`config.mk`:
```
export PLATFORM = sky130hd
export DESIGN_NAME = aer_weight_rx
export DESIGN_NICKNAME = d
export VERILOG_FILES = /design/src/rtl/aer_rx_pkg.sv /design/src/rtl/aer_req_sync.sv /design/src/rtl/aer_hs_fsm.sv /design/src/rtl/aer_addr_decode.sv /design/src/rtl/aer_weight_rx.sv
export SDC_FILE = /design/constraint.sdc
export NUM_CORES = 1
export LEC_CHECK = 0
export BUFFER_PORTS_ARGS = -buffer_cell sky130_fd_sc_hd__buf_2
export CAP_MARGIN = 25
export CORE_UTILIZATION = 48
export DETAILED_ROUTE_END_ITERATION = 12
export PLACE_DENSITY = 0.88
export SLEW_MARGIN = 15
export SYNTH_ARGS = -nofsm -noshare
export SYNTH_HDL_FRONTEND = slang
export SYNTH_SLANG_ARGS = --single-unit
```
`constraint.sdc`:
```
create_clock -name clk -period 3.55 [get_ports clk]
set_clock_uncertainty 0.1 [all_clocks]
set_input_delay 0.1775 -clock clk [delete_from_list [all_inputs] [get_ports clk]]
set_output_delay 0.1775 -clock clk [all_outputs]
set_load 0.02 [all_outputs]
```
`src/rtl/aer_rx_pkg.sv`:
```
// Shared types for the address-event receiver.
// Assumes: handshake sequencing is a four-state machine.
package aer_rx_pkg;
    typedef enum logic [1:0] {
        HS_IDLE = 2'd0,
        HS_LOAD = 2'd1,
        HS_STIM = 2'd2,
        HS_ACK  = 2'd3
    } hs_state_t;
endpackage

```
`src/rtl/aer_req_sync.sv`:
```
// Multi-stage synchroniser for the asynchronous request line.
// Assumes: input toggles no faster than the handshake allows; STAGES >= 2.
module aer_req_sync #(
    parameter int STAGES = 2
) (
    input  logic clk,
    input  logic rst_n,
    input  logic async_in,
    output logic sync_out
);
    logic [STAGES-1:0] chain_q;

    // shift the raw request through the flop chain
    always_ff @(posedge clk) begin
        if (!rst_n) chain_q <= '0;
        else        chain_q <= {chain_q[STAGES-2:0], async_in};
    end

    assign sync_out = chain_q[STAGES-1];
endmodule

```
`src/rtl/aer_hs_fsm.sv`:
```
// Four-phase handshake sequencer: accept, load slot, stimulate, acknowledge.
// Assumes: req_s is already synchronous; sender keeps req high until ack.
module aer_hs_fsm
    import aer_rx_pkg::*;
(
    input  logic      clk,
    input  logic      rst_n,
    input  logic      req_s,
    output logic      accept,
    output hs_state_t state
);
    hs_state_t state_q, state_d;

    // next-state selection
    always_comb begin
        state_d = state_q;
        unique case (state_q)
            HS_IDLE: if (req_s)  state_d = HS_LOAD;
            HS_LOAD:             state_d = HS_STIM;
            HS_STIM:             state_d = HS_ACK;
            HS_ACK:  if (!req_s) state_d = HS_IDLE;
            default:             state_d = HS_IDLE;
        endcase
    end

    // state register
    always_ff @(posedge clk) begin
        if (!rst_n) state_q <= HS_IDLE;
        else        state_q <= state_d;
    end

    assign accept = (state_q == HS_IDLE) && req_s;
    assign state  = state_q;
endmodule

```
`src/rtl/aer_addr_decode.sv`:
```
// Index to one-hot decoder with an enable; output is zero when disabled.
// Assumes: OUT_N <= 2**IDX_W.
module aer_addr_decode #(
    parameter int OUT_N = 16,
    parameter int IDX_W = $clog2(OUT_N)
) (
    input  logic             en,
    input  logic [IDX_W-1:0] idx,
    output logic [OUT_N-1:0] onehot
);
    for (genvar i = 0; i < OUT_N; i++) begin : g_bit
        assign onehot[i] = en && (idx == IDX_W'(i));
    end
endmodule

```
`src/rtl/aer_weight_rx.sv`:
```
// Address-event receiver: synchronises the request, captures the event word,
// decodes neuron/synapse selects, loads the weight for programmable synapses
// one cycle before the stimulation strobe, then acknowledges.
// Assumes: four-phase sender; word stable while request is high until capture.
module aer_weight_rx
    import aer_rx_pkg::*;
#(
    parameter int                NRN_N     = 16,
    parameter int                SYN_N     = 8,
    parameter int                WT_W      = 5,
    parameter logic [SYN_N-1:0]  PROG_MASK = 8'b0000_0011
) (
    input  logic             clk,
    input  logic             rst_n,
    input  logic             ev_req,
    input  logic [11:0]      ev_word,
    output logic             ev_ack,
    output logic [NRN_N-1:0] nrn_sel,
    output logic [SYN_N-1:0] syn_sel,
    output logic [WT_W-1:0]  wt_val,
    output logic             wt_load,
    output logic             stim
);
    localparam int NRN_W  = $clog2(NRN_N);
    localparam int SYN_W  = $clog2(SYN_N);
    localparam int WORD_W = NRN_W + SYN_W + WT_W;
    localparam int SYN_LO = WT_W;
    localparam int NRN_LO = WT_W + SYN_W;

    logic            req_s;
    logic            accept;
    hs_state_t       state;
    logic [WORD_W-1:0] word_q;
    logic [WT_W-1:0] wt_q;
    logic            busy;
    logic [SYN_W-1:0] in_syn;
    logic [SYN_W-1:0] syn_idx;
    logic [NRN_W-1:0] nrn_idx;

    aer_req_sync #(.STAGES(2)) u_sync (
        .clk(clk), .rst_n(rst_n), .async_in(ev_req), .sync_out(req_s)
    );

    aer_hs_fsm u_fsm (
        .clk(clk), .rst_n(rst_n), .req_s(req_s), .accept(accept), .state(state)
    );

    assign in_syn  = ev_word[NRN_LO-1:SYN_LO];
    assign syn_idx = word_q[NRN_LO-1:SYN_LO];
    assign nrn_idx = word_q[WORD_W-1:NRN_LO];

    // capture the event word at acceptance only
    always_ff @(posedge clk) begin
        if (!rst_n)      word_q <= '0;
        else if (accept) word_q <= ev_word[WORD_W-1:0];
    end

    // keep the weight of the last programmable event
    always_ff @(posedge clk) begin
        if (!rst_n)                           wt_q <= '0;
        else if (accept && PROG_MASK[in_syn]) wt_q <= ev_word[WT_W-1:0];
    end

    assign busy = (state != HS_IDLE);

    aer_addr_decode #(.OUT_N(NRN_N), .IDX_W(NRN_W)) u_row (
        .en(busy), .idx(nrn_idx), .onehot(nrn_sel)
    );

    aer_addr_decode #(.OUT_N(SYN_N), .IDX_W(SYN_W)) u_col (
        .en(busy), .idx(syn_idx), .onehot(syn_sel)
    );

    assign wt_val  = wt_q;
    assign wt_load = (state == HS_LOAD) && PROG_MASK[syn_idx];
    assign stim    = (state == HS_STIM);
    assign ev_ack  = (state == HS_ACK);
endmodule

```
### Word level (Yosys, flattened, before mapping)

Memory sizes are Yosys's and may differ from the RTL's. A register that Yosys moved wholly into a read port is not among the register bits.
Index checks and enable logic that the tools add are counted.

* bits in registers: 21
* bits in read-only memories: 16
* output and inout bits: 32
* word-level logic and storage cells: 74
* memories kept: 2

Memories
* (no name shown): words 8, width 1, read ports 1, clocked after Yosys merged registers in 1, write ports 0, line aer_weight_rx.sv:75 `assign wt_load = (state == HS_LOAD) && PROG_MASK[syn_idx];`
* (no name shown): words 8, width 1, read ports 1, clocked after Yosys merged registers in 0, write ports 0, line aer_weight_rx.sv:61 `else if (accept && PROG_MASK[in_syn]) wt_q <= ev_word[WT_W-1:0];`

* order comparisons: 2
* eq/ne operators: 27
* mux-type cells: 7
* reduce and logical (&&, ||, !) cells: 32

Operators by type and width (count)
* equality test 4 bit (second input constant): 8
* logical AND 1 bit: 27
* equality test 4 x 3 -> 1 bit (second input constant): 4
* equality test 3 bit (second input constant): 4
* equality test 4 x 2 -> 1 bit (second input constant): 2
* < comparator 3 x 4 -> 1 bit (second input constant): 2
* one-hot mux 2 bit (4 select lines): 1
* equality test 3 x 2 -> 1 bit (second input constant): 2
* 2-to-1 mux 3 bit: 2
* equality test 2 bit (second input constant): 2
* equality test 4 x 1 -> 1 bit (second input constant): 1
* zero test 4 bit: 1
* 2-to-1 mux 2 bit: 2
* != test 2 bit (second input constant): 2
* equality test 3 x 1 -> 1 bit (second input constant): 1
* zero test 3 bit: 1
* equality test 2 x 1 -> 1 bit (second input constant): 1
* zero test 2 bit: 1
* 2-to-1 mux 1 bit: 2
* AND reduction 2 bit: 1
* nonzero test 2 bit: 1

### Logic depth before layout (Yosys ltp)

Gate-level depths: netlist of run 1.

* word-level depth: 4
* mapped depth: 5

### By module

Synthesis of run 1 repeated with hierarchy kept, for this count alone.

* cells, all modules: 104
* area total of the unflattened synthesis: 962.2 µm²

By module, submodules not included
* aer_weight_rx: instances 1, cells each 53, area each 540.5 µm², seq. area each 260.2 µm²
* aer_hs_fsm: instances 1, cells each 16, area each 155.1 µm², seq. area each 40.0 µm²
* aer_addr_decode at u_row: instances 1, cells each 23, area each 117.6 µm², seq. area each 0.0 µm²
* aer_addr_decode at u_col: instances 1, cells each 8, area each 96.3 µm², seq. area each 0.0 µm²
* aer_req_sync: instances 1, cells each 4, area each 52.6 µm², seq. area each 40.0 µm²

### Worst setup path before layout of run 1

OpenSTA, ideal clock, no wires.

* path kind: register to output
* start point: register u_fsm.state_q[0], in the netlist u_fsm.state[0]
* end point: output port nrn_sel[4]
* arrival time: 1.539 ns
* data required time: 3.273 ns
* slack: 1.733 ns
* cell stages (with the launch flop): 5
* path buffers: 0
* cell sequence: dfxtp_1 -> inv_1 -> ha_1 -> or3b_4 -> nor3_1

* cells in the longest elaborated chain, start to end: 2

Ends and longest elaborated chain
* start: declaration: line aer_hs_fsm.sv:12 `hs_state_t state_q, state_d;`
* start signal: assignment: line aer_hs_fsm.sv:29 `else state_q <= state_d;`
* nonzero test 2 bit: line aer_weight_rx.sv:64 `assign busy = (state != HS_IDLE);`
* logical AND 1 bit: line aer_addr_decode.sv:12 `assign onehot[i] = en && (idx == IDX_W'(i));`
* end: declaration: line aer_weight_rx.sv:18 `output logic [NRN_N-1:0] nrn_sel,`

No other way between the ends.

### Worst setup path after layout of run 1

Ends and elaborated chain as after synthesis.

==> flow_summary.yaml, run 1 <==
setup_path:
  startpoint_type: "flip-flop"
  arrival_ns: 2.09
  path_cells: "inv_1, ha_1, or3b_4, nor3_1, buf_2"
  path_max_fanout: 26
  cp.required_ns: 3.27
  worst_setup_path_end_kind: "output pin"
  setup.worst_path.class: "reg2out"
  critPathMaxStageDelay_ns: 0.49
  cp_slowest_cell: "or3b_4"
final_layout:
  area_delta_synth_final_pct: 28.06
  insertedDiodeCount: 0
  drive_above_1_share_pct: 32.70
  fillers: 157
  fin_nets: 180
  post-route-util_pct: 68.21
yosys:
  ys_types: 23
  synth_top_area_share_pct: 35.84
  synth.ff_latch_count: 17
  synth_cells: 114
  yosys-top-cells-count: "dfxtp_1, nand2_1, nor2_1"
  synth_area_leaders: "dfxtp_1, mux2i_1, ha_1"
  yosysWarnings: 0
  avgSynthCellArea_um2: 8.330
  syn_area_um2: 949.7
  synth_top_area_cell: "dfxtp_1"
  synth_edf_count: 0
  synth_nets: 134
  async_flop_share_pct: 0
  seq_area_frac_synth_pct: 35.84
  synth.most_common_cell: "dfxtp_1"
  synth_flop_cell: "dfxtp_1"
timing:
  hold_ws_ns: 0.03082
  fin_ws_ns: 1.185
  maxSlewHeadroom_pct: 55.47
  tightest_slew_ns: 0.6679
  final.min_clock_period_ns: 2.365
  final_hold_viol_count: 0
  finalCritPeriodShare_pct: 66.62
  finalSetupViolations: 0
  report.final.slew_viol_count: 0
  rsz0062_at_grt: "no"
  finalSetupTns_ns: 0
  max_freq_ghz: 0.4228
floorplan:
  die_w_um: 46.48
  core_um2: 1783
  die_area_um2: 2160
  die_y_um: 46.48
  placementRows: 15
  initial_utilization_pct: 53.26
  ioPinCount: 47
min_path:
  hp-class: "in2reg"
clock_network:
  clk_pin_slew_ns: 0.09
  htreeDepth: 1
  cts_resized: 0
  tritoncts_num_sinks: 17
  root_buffer: "clkbuf_4"
  clk_path_buf_depth: 2
  clock_latency_ns: 0.28
  cts_tree: "built"
  cts_inserted_buffers: 3
drt:
  drtPass1Iterations: 3
  via_per_inst: 5.054
  vias: 930
  first_iter_violations: 17
  drtAntennaViolNets: 0
  drc_errors: 0
  drt-total-wl_mm: 2.121
  drt-wirelength-per-cell_um: 11.53
power:
  power_uw: 546.6
  power.density_nw_per_um2: 449.5
  p_leak_uw: 0.0006065
  peakVddDrop_uv: 320.2
placed_design:
  dp_hpwl_mm: 1.566
  routabilityCongestion: 0.7912
  post-place-ws_ns: 1.555
  portBuffers: 46
global_routing:
  grt_max_degree: 27
  first_global_vias: 808
  grt_pass1_wl_mm: 3.263
  antenna_found_initial: 0
  grt_usage_pct: 21.50
  grt_remaining_overflow: 0
run:
  maxCapViolations: 0
run_status:
  status: "finished, final reports clean"
[sequential cells by signal (all words and copies together), names as in the netlist, named ones only]
name and cells:
u_fsm.state 2, word_q 7, wt_val 5, u_sync.chain_q 2
[stage by stage]
step / instance area, µm² / std cells
6_report: 1216 / 184
5_1_grt: 1216 / 184
4_1_cts: 1216 / 184
3_5_place_dp: 1180 / 179
3_3_place_gp: 1180 / 179
2_1_floorplan: 949.7 / 114
[worst max-delay path: cells and delay by family (launching register included)]
kind | cells | cell delay [ns]
adders and majority gates | 1 | 0.44
buffers and inverters | 2 | 0.31
DFF | 1 | 0.40
and+or+nand+nor | 2 | 0.66
[routing by layer]
metal / up-vias / routed length [µm] / global-route usage [%] / part of all wire [%]
met1: 414 / 950 / 23.93 / 45
met3: 4 / 113 / 4.706 / 5.3
met4: 0 / 26 / 11.76 / 1.2
met2: 32 / 1030 / 37.22 / 49
met5: - / 0 / 0 / 0
li1: 480 / - / - / -
[report_power, final]
group,internal (µW),switching (µW)
logic,81.4,139
clock network,43.6,56.4
registers,208,18.7
total,332,214
[final timing paths]
check                          from                 to  slack [ns]  depth (start not counted)
setup reg to reg     u_fsm.state[0]          wt_val[0]        1.64                          4
setup / recovery     u_fsm.state[0]         nrn_sel[4]        1.18                          5
hold reg to reg   u_sync.chain_q[0]  u_sync.chain_q[1]        0.36                          1
hold / removal           ev_word[2]          wt_val[2]        0.03                          3
[logic make-up (layout without fill, tap and decap cells)]
group                      after synthesis  after routing  share of synthesized area [%]
and+or+nand+nor                         60             60                          32.54
DFF                                     17             17                          35.84
AOI/OAI and AO/OA                       16             16                          12.52
muxes                                    8              8                          8.432
buffers and inverters                    8             53                          4.084
adders and majority gates                5              5                          6.588
[timing repair]
| action | 4_1_cts | 5_1_grt |
|---|---|---|
| hold buffers | 1 | 0 |
| endpoints found under the hold margin | 1 | 0 |
| buffers inserted | 0 | 0 |
[layout make-up]
cell class / count / area [µm²] / share of cell area [%]
tap: 25 / 31.28 / 2.572
inverter: 2 / 7.507 / 0.6173
sequential: 17 / 340.3 / 27.98
multi-input combinational: 89 / 570.5 / 46.91
timing repair buffer: 47 / 240.2 / 19.75
clock buffer: 4 / 26.28 / 2.160
[cells in the final DEF, fill, tap and decap left out]
master	n
and4bb_2	1
or3b_4	2
inv_1	2
o21ai_0	1
dfxtp_1	17
buf_2	46
or3_1	1
ha_1	5
clkbuf_1	1
o21a_1	7
nor3_1	8
nor4_1	1
nand2_1	15
clkbuf_4	3
nand3b_1	2
dlygate4sd3_1	1
a211o_1	1
a21boi_0	7
and3_1	7
mux2i_1	8
nor2_1	15
nand2b_1	5
and2_1	3
(Power assumes the default switching activity.)
==> run 2: changes to the inputs <==
--- a/config.mk
+++ b/config.mk
@@ -7,9 +7,9 @@
 export LEC_CHECK = 0
 export BUFFER_PORTS_ARGS = -buffer_cell sky130_fd_sc_hd__buf_2
 export CAP_MARGIN = 25
-export CORE_UTILIZATION = 48
+export CORE_UTILIZATION = 40
 export DETAILED_ROUTE_END_ITERATION = 12
-export PLACE_DENSITY = 0.88
+export PLACE_DENSITY = 0.79
 export SLEW_MARGIN = 15
 export SYNTH_ARGS = -nofsm -noshare
 export SYNTH_HDL_FRONTEND = slang
==> constraint.sdc (replaced) <==
create_clock -name clk -period 1.95 [get_ports clk]
set_clock_uncertainty 0.1 [all_clocks]
set_input_delay 0.0975 -clock clk [delete_from_list [all_inputs] [get_ports clk]]
set_output_delay 0.0975 -clock clk [all_outputs]
set_load 0.02 [all_outputs]
==> flow_summary.yaml, run 2 (same netlist as run 1, synthesis figures left out) <==
run_status:
  status: "finished, final reports clean"
setup_path:
  timing.rr.end: "wt_val[0]"
  path_max_fanout: 9
  startpoint_type: "flip-flop"
  cp.required_ns: 1.75
  r2r_setup_slack_ns: 0.51
  arrival_ns: 1.65
  worst_setup_path_end_kind: "output pin"
  reg2reg_from: "u_fsm.state[0]"
  setup.worst_path.class: "reg2out"
  r2r_cells: 4
clock_network:
  root_buffer: "clkbuf_4"
  tritoncts_num_sinks: 17
  cts_inserted_buffers: 3
  clk_pin_slew_ns: 0.09
  clock_latency_ns: 0.29
  htreeDepth: 1
  cts_tree: "built"
  postCtsSetupBuffers: 0
  clk_path_buf_depth: 2
drt:
  drt-wirelength-per-cell_um: 11.40
  via_per_inst: 5.016
  drc_errors: 0
  drtAntennaViolNets: 0
  drtPass1Iterations: 4
  drt-total-wl_mm: 2.201
  vias: 968
  first_iter_violations: 11
global_routing:
  grt_usage_pct: 17.76
  first_global_vias: 832
  grt_remaining_overflow: 0
  grt_max_degree: 25
  grt_pass1_wl_mm: 3.519
  antenna_found_initial: 0
placed_design:
  portBuffers: 46
  routabilityCongestion: 0.7232
  dp_cells: 183
  dp_hpwl_mm: 1.561
final_layout:
  drive_above_1_share_pct: 35.76
  largest_reg_flops: 7
  largest_register: "word_q"
  layout_common_cells: "buf_2, nor2_1, nand2_1, dfxtp_1, mux2i_1"
  area_delta_synth_final_pct: 38.21
  fin_nets: 186
  insertedDiodeCount: 0
  layout_commonest_cell: "buf_2"
  fillers: 206
  regArea_um2: 345.3
  post-route-util_pct: 58.77
  multi_input_area_um2: 600.6
  stdcell_count: 193
timing:
  report.final.slew_viol_count: 0
  tightest_slew_ns: 0.4292
  max_freq_ghz: 0.5401
  maxSlewHeadroom_pct: 71.35
  finalSetupViolations: 0
  final_hold_viol_count: 0
  rsz0062_at_grt: "no"
  finalCritPeriodShare_pct: 94.95
  final.min_clock_period_ns: 1.851
  finalSetupTns_ns: 0
run:
  maxCapViolations: 0
floorplan:
  placementRows: 17
  die_y_um: 50.73
  die_area_um2: 2573
  ioPinCount: 47
  initial_utilization_pct: 42.52
  core_um2: 2233
  die_w_um: 50.73
power:
  peakVddDrop_uv: 402.5
  power.density_nw_per_um2: 817.3
  p_leak_uw: 0.0006481
min_path:
  hold_depth: 3
  hold_end: "word_q[9]"
  hold_start: "ev_word[9]"
  hp-class: "in2reg"
run 2: timing repair:
| action | in CTS | in global routing |
|---|---|---|
| hold buffers | 6 | 0 |
| endpoints found under the hold margin | 6 | 0 |
| setup endpoints to repair | 16 | 9 |
| resized for setup | 3 | 5 |
run 2: final cells by class:
class / count / area share, %
Clock buffer: 4 / 2.002
Inverter: 2 / 0.5720
Multi-Input combinational cell: 89 / 45.76
Sequential cell: 17 / 26.31
Tap cell: 28 / 2.669
Timing Repair Buffer: 53 / 22.69
run 2: through the flow:
stage	power, µW	instance area, µm²	hold WS (ns)	setup WS, ns
floorplan	717.5	949.7	0.1248	0.2133
global placement	808.5	1191	0.2096	0.3295
detailed placement	830.3	1191	0.2099	0.2330
CTS	1032	1282	0.04388	0.03446
global route	1148	1313	0.05979	0.005802
finish	1073	1313	0.04937	0.09851
run 2: power by group:
part           switching [µW]  total [µW]  internal (µW)
combinational             262         467            205
sequential               37.6         422            385
clock                     104         183           79.5
total                     404        1070            669
run 2: worst max-delay path by stage:
stage / from / to / cells past startpoint
2_1_floorplan: u_fsm.state[0] / nrn_sel[4] / 4
3_3_place_gp: u_fsm.state[0] / nrn_sel[4] / 5
3_5_place_dp: u_fsm.state[1] / syn_sel[1] / 6
4_1_cts: u_fsm.state[0] / syn_sel[1] / 6
5_1_grt: u_fsm.state[1] / nrn_sel[8] / 5
6_report: u_fsm.state[1] / nrn_sel[8] / 5
run 2: routing by layer:
layer  routed length, µm  global-route usage, %
met1                1014                  23.09
met2                1024                  29.11
met3                 147                  3.636
met4                  14                  5.556
met5                   0                      0
run 2: critical path, stage by stage (launching register included):
cell	delay (ns)
dfxtp_2	0.37
inv_1	0.10
ha_4	0.20
or3b_4	0.39
nor3_1	0.13
buf_2	0.19
==> run 3: changes to the inputs <==
==> constraint.sdc (replaced) <==
create_clock -name clk -period 1.5 [get_ports clk]
set_clock_uncertainty 0.1 [all_clocks]
set_input_delay 0.075 -clock clk [delete_from_list [all_inputs] [get_ports clk]]
set_output_delay 0.075 -clock clk [all_outputs]
set_load 0.02 [all_outputs]
==> flow_summary.yaml, run 3 (same netlist as run 1, synthesis figures left out) <==
floorplan:
  ioPinCount: 47
  die_area_um2: 2573
  initial_utilization_pct: 42.52
  core_um2: 2233
  placementRows: 17
  die_w_um: 50.73
  die_y_um: 50.73
global_routing:
  grt_remaining_overflow: 0
  grt_usage_pct: 22.99
  first_global_vias: 1042
  antenna_found_initial: 0
  grt_max_degree: 25
  grt_pass1_wl_mm: 4.395
setup_path:
  reg2reg_from: "u_fsm.state[1]"
  startpoint_type: "flip-flop"
  arrival_ns: 1.58
  worst_setup_path_end_kind: "output pin"
  cp.required_ns: 1.32
  r2r_setup_slack_ns: 0.03
  setup.worst_path.class: "reg2out"
  timing.rr.end: "word_q[9]"
  r2r_cells: 7
  path_max_fanout: 6
timing:
  fin_ws_ns: -0.2558
  finalSetupTns_ns: -4.070
  rsz0062_at_grt: "yes"
  max_freq_ghz: 0.5695
  finalSetupViolations: 24
  tightest_slew_ns: 0.4659
  maxSlewHeadroom_pct: 68.90
  report.final.slew_viol_count: 0
  hold_ws_ns: 0.01182
  final_hold_viol_count: 0
  finalCritPeriodShare_pct: 117.1
  final.min_clock_period_ns: 1.756
run:
  maxCapViolations: 0
min_path:
  hold_depth: 3
  hold_end: "word_q[6]"
  hold_start: "ev_word[6]"
  hp-class: "in2reg"
final_layout:
  area_delta_synth_final_pct: 83.27
  multi_input_area_um2: 790.8
  insertedDiodeCount: 0
  drive_above_1_share_pct: 57.06
  fin_nets: 198
  fillers: 150
  regArea_um2: 344.1
  largest_reg_flops: 7
  largest_register: "word_q"
  layout_common_cells: "buf_2, buf_6, buf_4, nand2_1, dfxtp_1"
drt:
  drtAntennaViolNets: 0
  drtPass1Iterations: 3
  drt-wirelength-per-cell_um: 14.37
  via_per_inst: 5.215
  vias: 1069
  first_iter_violations: 10
  drt-total-wl_mm: 2.946
  drc_errors: 0
placed_design:
  dp_hpwl_mm: 1.754
  routabilityCongestion: 0.7504
  portBuffers: 46
clock_network:
  htreeDepth: 1
  clock_latency_ns: 0.30
  cts_inserted_buffers: 3
  cts_tree: "built"
  tritoncts_num_sinks: 17
  clk_path_buf_depth: 2
  clk_pin_slew_ns: 0.10
  root_buffer: "clkbuf_4"
power:
  power.density_nw_per_um2: 1096
  power_uw: 1908
  peakVddDrop_uv: 691.0
  p_leak_uw: 0.0007262
run_status:
  violations: "setup timing"
  status: "finished with violations"
==> run 3: cell type report <==
| cell class | instances | share of cell area, % |
|---|---|---|
| multi-input combinational | 89 | 45.43 |
| timing repair buffer | 65 | 30.84 |
| sequential | 17 | 19.77 |
| tap | 28 | 2.013 |
| clock buffer | 4 | 1.510 |
| inverter | 2 | 0.4313 |
==> run 3: per-stage QoR <==
| step | cell area (µm²) | std cells | utilization, % | worst slack [ns] |
|---|---|---|---|---|
| after floorplan | 1037 | 114 | - | -0.07925 |
| after global routing | 1740 | 205 | 77.93 | -0.3199 |
| after detailed placement | 1339 | 191 | 59.94 | -0.08450 |
| final | 1740 | 205 | 77.93 | -0.2558 |
| after global placement | 1339 | 191 | 59.94 | 0.001403 |
| after CTS | 1608 | 206 | 71.99 | -0.2593 |
==> run 3: power by group <==
part,switching (µW),leakage [µW],internal [µW]
combinational,543,0.000572,576
clock,150,0.0000150,104
sequential,40.9,0.000140,496
==> run 3: how the worst max path moves through the flow <==
stage | from | end | cells past startpoint | slack (ns)
floorplan | u_fsm.state[0] | nrn_sel[13] | 5 | -0.08
global placement | u_fsm.state[0] | nrn_sel[0] | 5 | 0.001
detailed placement | u_fsm.state[0] | syn_sel[1] | 6 | -0.08
CTS | u_fsm.state[1] | nrn_sel[8] | 5 | -0.26
global route | u_fsm.state[1] | nrn_sel[8] | 5 | -0.32
finish | u_fsm.state[1] | nrn_sel[4] | 5 | -0.26
==> run 3: worst max-delay path, stage by stage (launching register included) <==
cell and delay [ns]:
dfxtp_2 0.35, inv_2 0.05, ha_4 0.18, or3b_4 0.43, nor3_2 0.11, buf_4 0.16
==> run 3: repair_timing <==
| item | 4_1_cts | 5_1_grt |
|---|---|---|
| gates resized for setup | 47 | 33 |
| setup endpoints to repair | 24 | 30 |
| buffers inserted | 5 | 1 |
| hold endpoints to repair | 6 | 0 |
| hold buffers | 6 | 0 |
| pin swaps | 13 | 5 |
==> run 3: layer usage <==
metal  vias to the layer above  track usage, %  share of wire, %
met3                        11           3.030               3.8
met4                         0           9.722               3.6
li1                        514               -                 -
met1                       501           21.26                37
met5                         -               0                 0
met2                        43           48.22                56
